File: src/rtl/slot_relay_pkg.sv
package slot_relay_pkg;
  localparam int NUM_DIRS = 4;
  localparam logic [2:0] DIR_N    = 3'd0;
  localparam logic [2:0] DIR_E    = 3'd1;
  localparam logic [2:0] DIR_S    = 3'd2;
  localparam logic [2:0] DIR_W    = 3'd3;
  localparam logic [2:0] DIR_FREE = 3'd7;

  typedef struct packed {
    logic       start_f;
    logic [2:0] dir;
    logic       end_f;
  } slot_ent_t;

  localparam slot_ent_t ENT_IDLE = '{start_f: 1'b0, dir: DIR_FREE, end_f: 1'b0};

  function automatic logic dir_is_link(input logic [2:0] d);
    return (d[2] == 1'b0);
  endfunction
endpackage

File: src/rtl/frame_seq.sv
module frame_seq #(
  parameter int SLOTS  = 8,
  parameter int SLOT_W = $clog2(SLOTS)
) (
  input  logic              clk,
  input  logic              rst_n,
  input  logic              frame_start,
  output logic              go,
  output logic              run,
  output logic [SLOT_W-1:0] slot_idx,
  output logic              done
);
  localparam logic [SLOT_W-1:0] LAST = SLOT_W'(SLOTS - 1);

  logic              run_q;
  logic [SLOT_W-1:0] slot_q;
  logic              done_q;

  assign go       = frame_start & ~run_q;
  assign run      = run_q;
  assign slot_idx = slot_q;
  assign done     = done_q;

  always_ff @(posedge clk or negedge rst_n) begin
    if (!rst_n) begin
      run_q  <= 1'b0;
      slot_q <= '0;
      done_q <= 1'b0;
    end else begin
      done_q <= run_q && (slot_q == LAST);
      if (go) begin
        run_q  <= 1'b1;
        slot_q <= '0;
      end else if (run_q) begin
        if (slot_q == LAST) begin
          run_q  <= 1'b0;
          slot_q <= '0;
        end else begin
          slot_q <= slot_q + 1'b1;
        end
      end
    end
  end

  // last slot is followed by a single done cycle with the frame closed
  assert_done_after_last_R3: assert property (@(posedge clk) disable iff (!rst_n)
    (run_q && slot_q == LAST) |=> (done_q && !run_q));

  // inner slots advance by one each cycle
  assert_slot_step_R3: assert property (@(posedge clk) disable iff (!rst_n)
    (run_q && slot_q != LAST) |=> (run_q && slot_q == $past(slot_q) + 1'b1));
endmodule

File: src/rtl/relay_node.sv
module relay_node
  import slot_relay_pkg::*;
#(
  parameter int SLOTS  = 8,
  parameter int SLOT_W = $clog2(SLOTS)
) (
  input  logic              clk,
  input  logic              rst_n,
  input  logic              cfg_we,
  input  logic [SLOT_W-1:0] cfg_slot,
  input  slot_ent_t         cfg_ent,
  input  logic              go,
  input  logic              run,
  input  logic [SLOT_W-1:0] slot_idx,
  input  logic              src_bit,
  input  logic [NUM_DIRS-1:0] link_ok,
  input  logic              rx_valid,
  input  logic              rx_bit,
  output logic              tx_valid,
  output logic [1:0]        tx_dir,
  output logic              tx_bit,
  output logic [SLOTS-1:0]  dlv,
  output logic              err
);
  slot_ent_t        tbl [SLOTS];
  slot_ent_t        ent;
  logic             active_q;
  logic             outbox_q;
  logic             src_q;
  logic [SLOTS-1:0] dlv_q;
  logic             err_q;
  logic             send;
  logic             dir_ok;
  logic             take;

  assign ent      = tbl[slot_idx];
  assign send     = run & (ent.start_f | active_q);
  assign dir_ok   = dir_is_link(ent.dir) && link_ok[ent.dir[1:0]];
  assign tx_valid = send & dir_ok;
  assign tx_dir   = ent.dir[1:0];
  assign tx_bit   = ent.start_f ? src_q : outbox_q;
  assign take     = run & rx_valid;
  assign dlv      = dlv_q;
  assign err      = err_q;

  always_ff @(posedge clk or negedge rst_n) begin
    if (!rst_n) begin
      for (int i = 0; i < SLOTS; i++) tbl[i] <= ENT_IDLE;
    end else if (cfg_we) begin
      tbl[cfg_slot] <= cfg_ent;
    end
  end

  always_ff @(posedge clk or negedge rst_n) begin
    if (!rst_n) begin
      active_q <= 1'b0;
      outbox_q <= 1'b0;
      src_q    <= 1'b0;
      dlv_q    <= '0;
    end else if (go) begin
      active_q <= 1'b0;
      src_q    <= src_bit;
      dlv_q    <= '0;
    end else if (run) begin
      if (take && !ent.end_f) begin
        outbox_q <= rx_bit;
        active_q <= 1'b1;
      end else if (send) begin
        active_q <= 1'b0;
      end
      if (take && ent.end_f) dlv_q[slot_idx] <= rx_bit;
    end
  end

  always_ff @(posedge clk or negedge rst_n) begin
    if (!rst_n)               err_q <= 1'b0;
    else if (send && !dir_ok) err_q <= 1'b1;
  end

  // delivered bits move only on a frame start or an end-slot arrival
  assert_dlv_hold_R7: assert property (@(posedge clk) disable iff (!rst_n)
    (!go && !(take && ent.end_f)) |=> $stable(dlv_q));

  // error flag never falls once raised
  assert_err_sticky_R8: assert property (@(posedge clk) disable iff (!rst_n)
    err_q |=> err_q);

  // an unusable direction with a pending bit raises the error
  assert_drop_flag_R9: assert property (@(posedge clk) disable iff (!rst_n)
    (send && !dir_ok) |=> err_q);

  // a launch never coincides with a pending relay in the same slot
  assert_single_leave_R10: assert property (@(posedge clk) disable iff (!rst_n)
    run |-> !(ent.start_f && active_q));
endmodule

File: src/rtl/slot_relay_mesh.sv
module slot_relay_mesh
  import slot_relay_pkg::*;
#(
  parameter int ROWS   = 4,
  parameter int COLS   = 4,
  parameter int SLOTS  = 8,
  parameter int NODES  = ROWS * COLS,
  parameter int NODE_W = $clog2(NODES),
  parameter int SLOT_W = $clog2(SLOTS)
) (
  input  logic                      clk,
  input  logic                      rst_n,
  input  logic                      cfg_valid,
  output logic                      cfg_ready,
  input  logic [NODE_W-1:0]         cfg_node,
  input  logic [SLOT_W-1:0]         cfg_slot,
  input  logic                      cfg_start,
  input  logic [2:0]                cfg_dir,
  input  logic                      cfg_end,
  input  logic [NODES*NUM_DIRS-1:0] link_en,
  input  logic [NODES-1:0]          src_bits,
  input  logic                      frame_start,
  output logic                      busy,
  output logic                      frame_done,
  output logic [NODES*SLOTS-1:0]    dlv_bits,
  output logic                      route_err
);
  logic              go;
  logic              run;
  logic [SLOT_W-1:0] slot_idx;
  logic              cfg_fire;
  slot_ent_t         cfg_ent;

  logic             tx_valid [NODES];
  logic [1:0]       tx_dir   [NODES];
  logic             tx_bit   [NODES];
  logic [NODES-1:0] err_vec;

  assign cfg_ready = ~run;
  assign busy      = run;
  assign cfg_fire  = cfg_valid & cfg_ready;
  assign cfg_ent   = '{start_f: cfg_start, dir: cfg_dir, end_f: cfg_end};
  assign route_err = |err_vec;

  frame_seq #(.SLOTS(SLOTS), .SLOT_W(SLOT_W)) u_seq (
    .clk        (clk),
    .rst_n      (rst_n),
    .frame_start(frame_start),
    .go         (go),
    .run        (run),
    .slot_idx   (slot_idx),
    .done       (frame_done)
  );

  for (genvar n = 0; n < NODES; n++) begin : g_node
    localparam int R = n / COLS;
    localparam int C = n % COLS;
    localparam logic [NUM_DIRS-1:0] PHYS = {C > 0, R < ROWS - 1, C < COLS - 1, R > 0};

    logic [NUM_DIRS-1:0] hit;
    logic [NUM_DIRS-1:0] hbit;
    logic [NUM_DIRS-1:0] lok;
    logic                rx_valid;
    logic                rx_bit;

    if (R > 0) begin : g_from_n
      assign hit[0]  = tx_valid[n-COLS] && (tx_dir[n-COLS] == DIR_S[1:0]);
      assign hbit[0] = tx_bit[n-COLS];
    end else begin : g_no_n
      assign hit[0]  = 1'b0;
      assign hbit[0] = 1'b0;
    end
    if (C < COLS - 1) begin : g_from_e
      assign hit[1]  = tx_valid[n+1] && (tx_dir[n+1] == DIR_W[1:0]);
      assign hbit[1] = tx_bit[n+1];
    end else begin : g_no_e
      assign hit[1]  = 1'b0;
      assign hbit[1] = 1'b0;
    end
    if (R < ROWS - 1) begin : g_from_s
      assign hit[2]  = tx_valid[n+COLS] && (tx_dir[n+COLS] == DIR_N[1:0]);
      assign hbit[2] = tx_bit[n+COLS];
    end else begin : g_no_s
      assign hit[2]  = 1'b0;
      assign hbit[2] = 1'b0;
    end
    if (C > 0) begin : g_from_w
      assign hit[3]  = tx_valid[n-1] && (tx_dir[n-1] == DIR_E[1:0]);
      assign hbit[3] = tx_bit[n-1];
    end else begin : g_no_w
      assign hit[3]  = 1'b0;
      assign hbit[3] = 1'b0;
    end

    assign lok      = PHYS & link_en[n*NUM_DIRS +: NUM_DIRS];
    assign rx_valid = |hit;
    assign rx_bit   = |(hit & hbit);

    relay_node #(.SLOTS(SLOTS), .SLOT_W(SLOT_W)) u_node (
      .clk     (clk),
      .rst_n   (rst_n),
      .cfg_we  (cfg_fire && (cfg_node == NODE_W'(n))),
      .cfg_slot(cfg_slot),
      .cfg_ent (cfg_ent),
      .go      (go),
      .run     (run),
      .slot_idx(slot_idx),
      .src_bit (src_bits[n]),
      .link_ok (lok),
      .rx_valid(rx_valid),
      .rx_bit  (rx_bit),
      .tx_valid(tx_valid[n]),
      .tx_dir  (tx_dir[n]),
      .tx_bit  (tx_bit[n]),
      .dlv     (dlv_bits[n*SLOTS +: SLOTS]),
      .err     (err_vec[n])
    );

    // at most one neighbour drives into this node in any slot
    assert_one_entry_R10: assert property (@(posedge clk) disable iff (!rst_n)
      run |-> ($countones(hit) <= 1));
  end
endmodule

File: config.mk
export PLATFORM = sky130hd
export DESIGN_NAME = slot_relay_mesh
export DESIGN_NICKNAME = d
export VERILOG_FILES = /design/src/rtl/slot_relay_pkg.sv /design/src/rtl/frame_seq.sv /design/src/rtl/relay_node.sv /design/src/rtl/slot_relay_mesh.sv
export SDC_FILE = /design/constraint.sdc
export NUM_CORES = 1
export LEC_CHECK = 0
export CAP_MARGIN = 20
export CORE_MARGIN = 2
export CORE_UTILIZATION = 61
export DETAILED_ROUTE_END_ITERATION = 7
export PLACE_DENSITY = 0.81
export SLEW_MARGIN = 20
export SYNTH_ARGS = -nofsm -noshare
export SYNTH_HDL_FRONTEND = slang
export SYNTH_HIERARCHICAL = 1
export SYNTH_SLANG_ARGS = --single-unit
File: constraint.sdc
create_clock -name clk -period 4.9 [get_ports clk]
set_input_delay 0.98 -clock clk [delete_from_list [all_inputs] [get_ports clk]]
set_output_delay 0.98 -clock clk [all_outputs]
set_load 0.05 [all_outputs]
After elaboration in Yosys (flattened, before gate mapping)
Index checks and enable logic that the tools add are counted.

operators by class
  add/sub/neg operators = 1
  magnitude comparators = 21
  eq/ne operators = 52
  multiplexer cells = 250
  bitwise operators = 102
  reduce and logical (&&, ||, !) cells = 290

operators with widths
  cell                                                                           count
  40-bit bitwise mux                                                             16
  8-bit two-way mux                                                              48
  5-bit binary-select mux with 3-bit select                                      16
  5-bit two-way mux                                                              33
  1-bit logical AND                                                              131
  8-bit bitwise mux                                                              16
  1-bit two-way mux                                                              100
  4-bit OR reduction                                                             20
  2-bit AND reduction                                                            32
  1-bit bitwise AND                                                              50
  4-bit bitwise AND                                                              12
  2-bit == test (second input constant)                                          24
  2-bit by 3-bit less-than comparator with 1-bit output (second input constant)  16
  3-bit AND reduction                                                            16
  3-bit nonzero test                                                             16
  2-bit nonzero test                                                             17
  1-bit binary-select mux with 2-bit select                                      16
  4-bit == test (second input constant)                                          8
  1-bit zero test                                                                32
  2-bit by 1-bit == test with 1-bit output (second input constant)               12
  2-bit zero test                                                                12
  3-bit OR reduction                                                             8
  1-bit inverter                                                                 18
  4-bit by 3-bit == test with 1-bit output (second input constant)               4
  18 further kinds                                                               43

word-level totals
  register bits after elaboration = 837
  bits of input ports = 96

Longest topological paths before layout
  depth after elaboration = 15
  depth in mapped cells = 15
  mapped depth without buffers = 13

By module
The synthesis kept the hierarchy.

modules (own cells, without submodules)
  module                              times used  cells each  area an instance (sq um)  sequential area each (sq um)
  relay_node (g_node[14].u_node ...)  10          182         2577.5                    1331.3
  relay_node (g_node[0].u_node ...)   6           182         2571.2                    1331.3
  slot_relay_mesh                     1           164         937.1                     0.0
  frame_seq                           1           17          225.2                     125.1

Least setup slack after synthesis
OpenSTA, ideal clock, no wires.

  path kind = register to register
  start = register u_seq.slot_q[1] (netlist: u_seq/slot_idx[1])
  end = register g_node[2].u_node.dlv_q[2]
  setup time = 132 ps
  arrival = 4293 ps
  required time = 4768 ps
  slack = 474 ps
  cell stages (with the launch flop) = 12
  path buffers = 1
  period minus slack after synthesis = 4426 ps
  cells stage by stage = dfrtp_1 buf_2 a311oi_1 o22ai_2 mux2i_1 a2111oi_2 inv_1 o311ai_0 nand2_1 nor4_1 mux2i_1 nor2_1

RTL lines
  what                           line              text
  start, declared                frame_seq.sv:16   logic [SLOT_W-1:0] slot_q;
  start signal, assigned         frame_seq.sv:39   slot_q <= slot_q + 1'b1;
  end signal, assigned by index  relay_node.sv:71  if (take && ent.end_f) dlv_q[slot_idx] <= rx_bit;
  end, declared                  relay_node.sv:30  logic [SLOTS-1:0] dlv_q;

==> run metrics <==
Yosys Warn Count=6; DP HPWL=73500 um; Vias/cell=between 6 and 7; ANT nets after route=0; Final min period=~4800 ps; Reg area=21400 um2; footprint of the multi-input gates=approximately 20000 um2; TritonCTS Sinks=between 800 and 900; first-pass GRT wire length=around 170000 um; Die ar.=71600 um2; Cell Rows=96; final hold violation count=0; Port Buffer Count=211; total power=19.6 mW; CP required=between 5000 and 6000 ps; Antenna Cells=0; pin count of the biggest net entering global routing=106; Layout Utilization=slightly above 70%; RSZ-0062 raised after global routing=false; Most used DFF post-synth=dfrtp_1; outcome=complete, no violations; WL met2=54000 um; Crit Path Category=flop to flop; Slew Viols, Final=0; hold buffer count at CTS=0; initial antenna violation count=4; maximum fanout along the worst path=38; Pleak=approximately 21 nW; postcts setup bufs=0; Fill cells=between 4000 and 5000; setup TNS=0 ps; met3 WL=around 7400 um; sequential area share after synthesis=a little over 50%; Setup WS pre-CTS=approximately 430 ps; Ports=~230; Setup violations, final=0; mean post-synth cell area=13.7 um2; Clock Skew=about 19 ps; Total GRT Usage=between 30% and 40%; Clk Latency, worst-skew pair=roughly 640 ps; crit path DAT=between 5000 and 6000 ps; max-cap violation count=0; global route total overflow=0; maximum clock frequency=around 0.21 GHz; WL final=~110000 um; top sig layer=met5; Hold WC Path Type=primary input to async pin; synthesis-stage register bit count=approximately 840; root buffer cell=clkbuf_16; die height=~270 um; H-tree levels=3; Cell variety after synth=65; Fin Hold WS=~420 ps; 1st-iter DRT viols=around 2600; share of layout cells above drive strength 1=between 40% and 50%; CP endpoint kind=flop; post_cts resized=0; Clk pin slew, worst setup/hold paths=60 ps; worst-margin pin slew=about 1100 ps; vias=between 20000 and 30000; PwrDens=roughly 400 nW/um2; CTS tree=yes; die width=about 270 um; Slew headroom=a little over a quarter; Startpoint Class=flop; Post-Syn Area=42400 um2; CTS Buf Count=88; # DRC=0; core box area=between 60000 and 70000 um2; wire per inst=~25 um; Final Net Count=around 3500; Worst VDD drop=0.321 mV; final worst-path cycle share=97.2%; P&R area growth vs syn=15.4%; Syn Inst Count=about 3100; Max clock buf depth=3; async set-reset flop share out of synthesis=between 90% and 100%; metal1 wirelength=between 40000 and 50000 um; number of enable flip-flop cells after synthesis=0; PnR worst setup slack=137 ps; Initial Utilization=just over 60%; GPL Wtd Cong=around 0.9; vias in the first global route=approximately 30000; TritonRoute pass-1 iters=6
==> power by group <==
part,total [mW],internal [mW],switching [mW],leakage [nW]
combinational,5.11,2.09,3.02,9.61
sequential,7.86,7.42,0.448,10.2
clock,6.66,3.91,2.76,1.43
==> layer usage <==
| layer | global-route usage [%] | vias to the layer above |
|---|---|---|
| met5 | 0 | - |
| met4 | 13.0 | 6 |
| met3 | 5.55 | 244 |
| met1 | 40.4 | 15000 |
| li1 | - | 12500 |
| met2 | 51.1 | 1109 |
==> state kept, by name (all words and copies together) (netlist names) <==
register                cells
u_seq/done                  1
g_node.u_node/outbox_q     16
u_seq/run                   1
g_node.u_node/err          16
g_node.u_node/dlv         128
g_node.u_node/src_q        16
g_node.u_node/active_q     16
u_seq/slot_idx              3
g_node.u_node/tbl         640
==> placed cells by master (no fill, tap or decap), types with 19 or more instances in the layout <==
cell type / count
nand4_1: 49
nand2b_1: 53
nand2_1: 112
a311oi_1: 32
nor2_1: 182
dfstp_2: 384
nand4b_1: 51
a21oi_1: 32
nor3_1: 116
mux4_1: 80
mux2i_1: 128
dfrtp_1: 449
clkbuf_16: 89
clkbuf_1: 25
clkbuf_8: 19
mux2_2: 740
nor3b_1: 66
o21ai_0: 30
conb_1: 28
mux4_2: 48
nand3_1: 52
inv_1: 29
nor4_1: 36
clkdlybuf4s50_1: 202
buf_4: 97
buf_12: 21
nand3b_1: 20
==> stage by stage <==
step | instance area (um2) | cells
3_5_place_dp | 45900 | 4261
2_1_floorplan | 42500 | 3120
5_1_grt | 48900 | 4427
4_1_cts | 48800 | 4425
6_report | 48900 | 4427
3_3_place_gp | 45900 | 4261
==> critical path, stage by stage, from the launching register on <==
cell and delay [ps]:
dfrtp_4 810, buf_4 450, nor3b_1 100, a311oi_1 530, o22ai_2 200, mux2i_1 170, a2111oi_2 660, buf_4 240
nand2_1 70, o22ai_1 440, nand2_1 230, nor4_1 400, mux2i_1 250, nor2_1 50
==> synth_stat cells (36+ instances only) <==
cell type	n	share of area [%]
nand4_1	49	0.72
nor3_1	116	1.4
nand2_1	112	0.99
nor2_1	182	1.6
mux4_1	80	5.0
nand3_1	52	0.61
dfstp_2	384	24
nor4_1	36	0.53
nand2b_1	53	0.78
nor3b_1	66	1.2
dfrtp_1	453	27
nand4b_1	51	1.1
mux2i_1	128	3.0
mux2_2	740	20
mux4_2	48	2.6
==> cell type report <==
type | instances | area share [%]
sequential | 837 | 43.9
multi-input combinational | 2110 | 40.7
timing repair buffer | 324 | 6.64
clock buffer | 133 | 5.28
tap | 931 | 2.38
clock inverter | 31 | 0.619
inverter | 61 | 0.468
==> path summary, 6_finish.rpt <==
check | startpoint | endpoint | slack [ps] | cells after the start
worst max register to register | u_seq/slot_idx[1] | g_node[15].u_node/dlv[2] | 140 | 13
worst min register to register | g_node[12].u_node/outbox_q | g_node[12].u_node/outbox_q | 490 | 1
worst max-delay path | u_seq/slot_idx[1] | g_node[15].u_node/dlv[2] | 140 | 13
min in group clk | g_node[12].u_node/outbox_q | g_node[12].u_node/outbox_q | 490 | 1
max in group asynchronous | rst_n | g_node[0].u_node/tbl[38] | 3250 | 3
worst min-delay path | rst_n | g_node[14].u_node/tbl[9] | 420 | 1
==> kinds of logic after synthesis <==
| group | count (synthesis) | synth area share, % |
|---|---|---|
| mux | 1024 | 31.1 |
| flops | 837 | 50.6 |
| simple gates | 793 | 10.1 |
| compound gates | 262 | 5.42 |
| buf+inv | 173 | 2.67 |
| fa+ha+maj | 3 | 0.0886 |
| other cells | 1 | 0.00885 |
(Power assumes the default switching activity.)
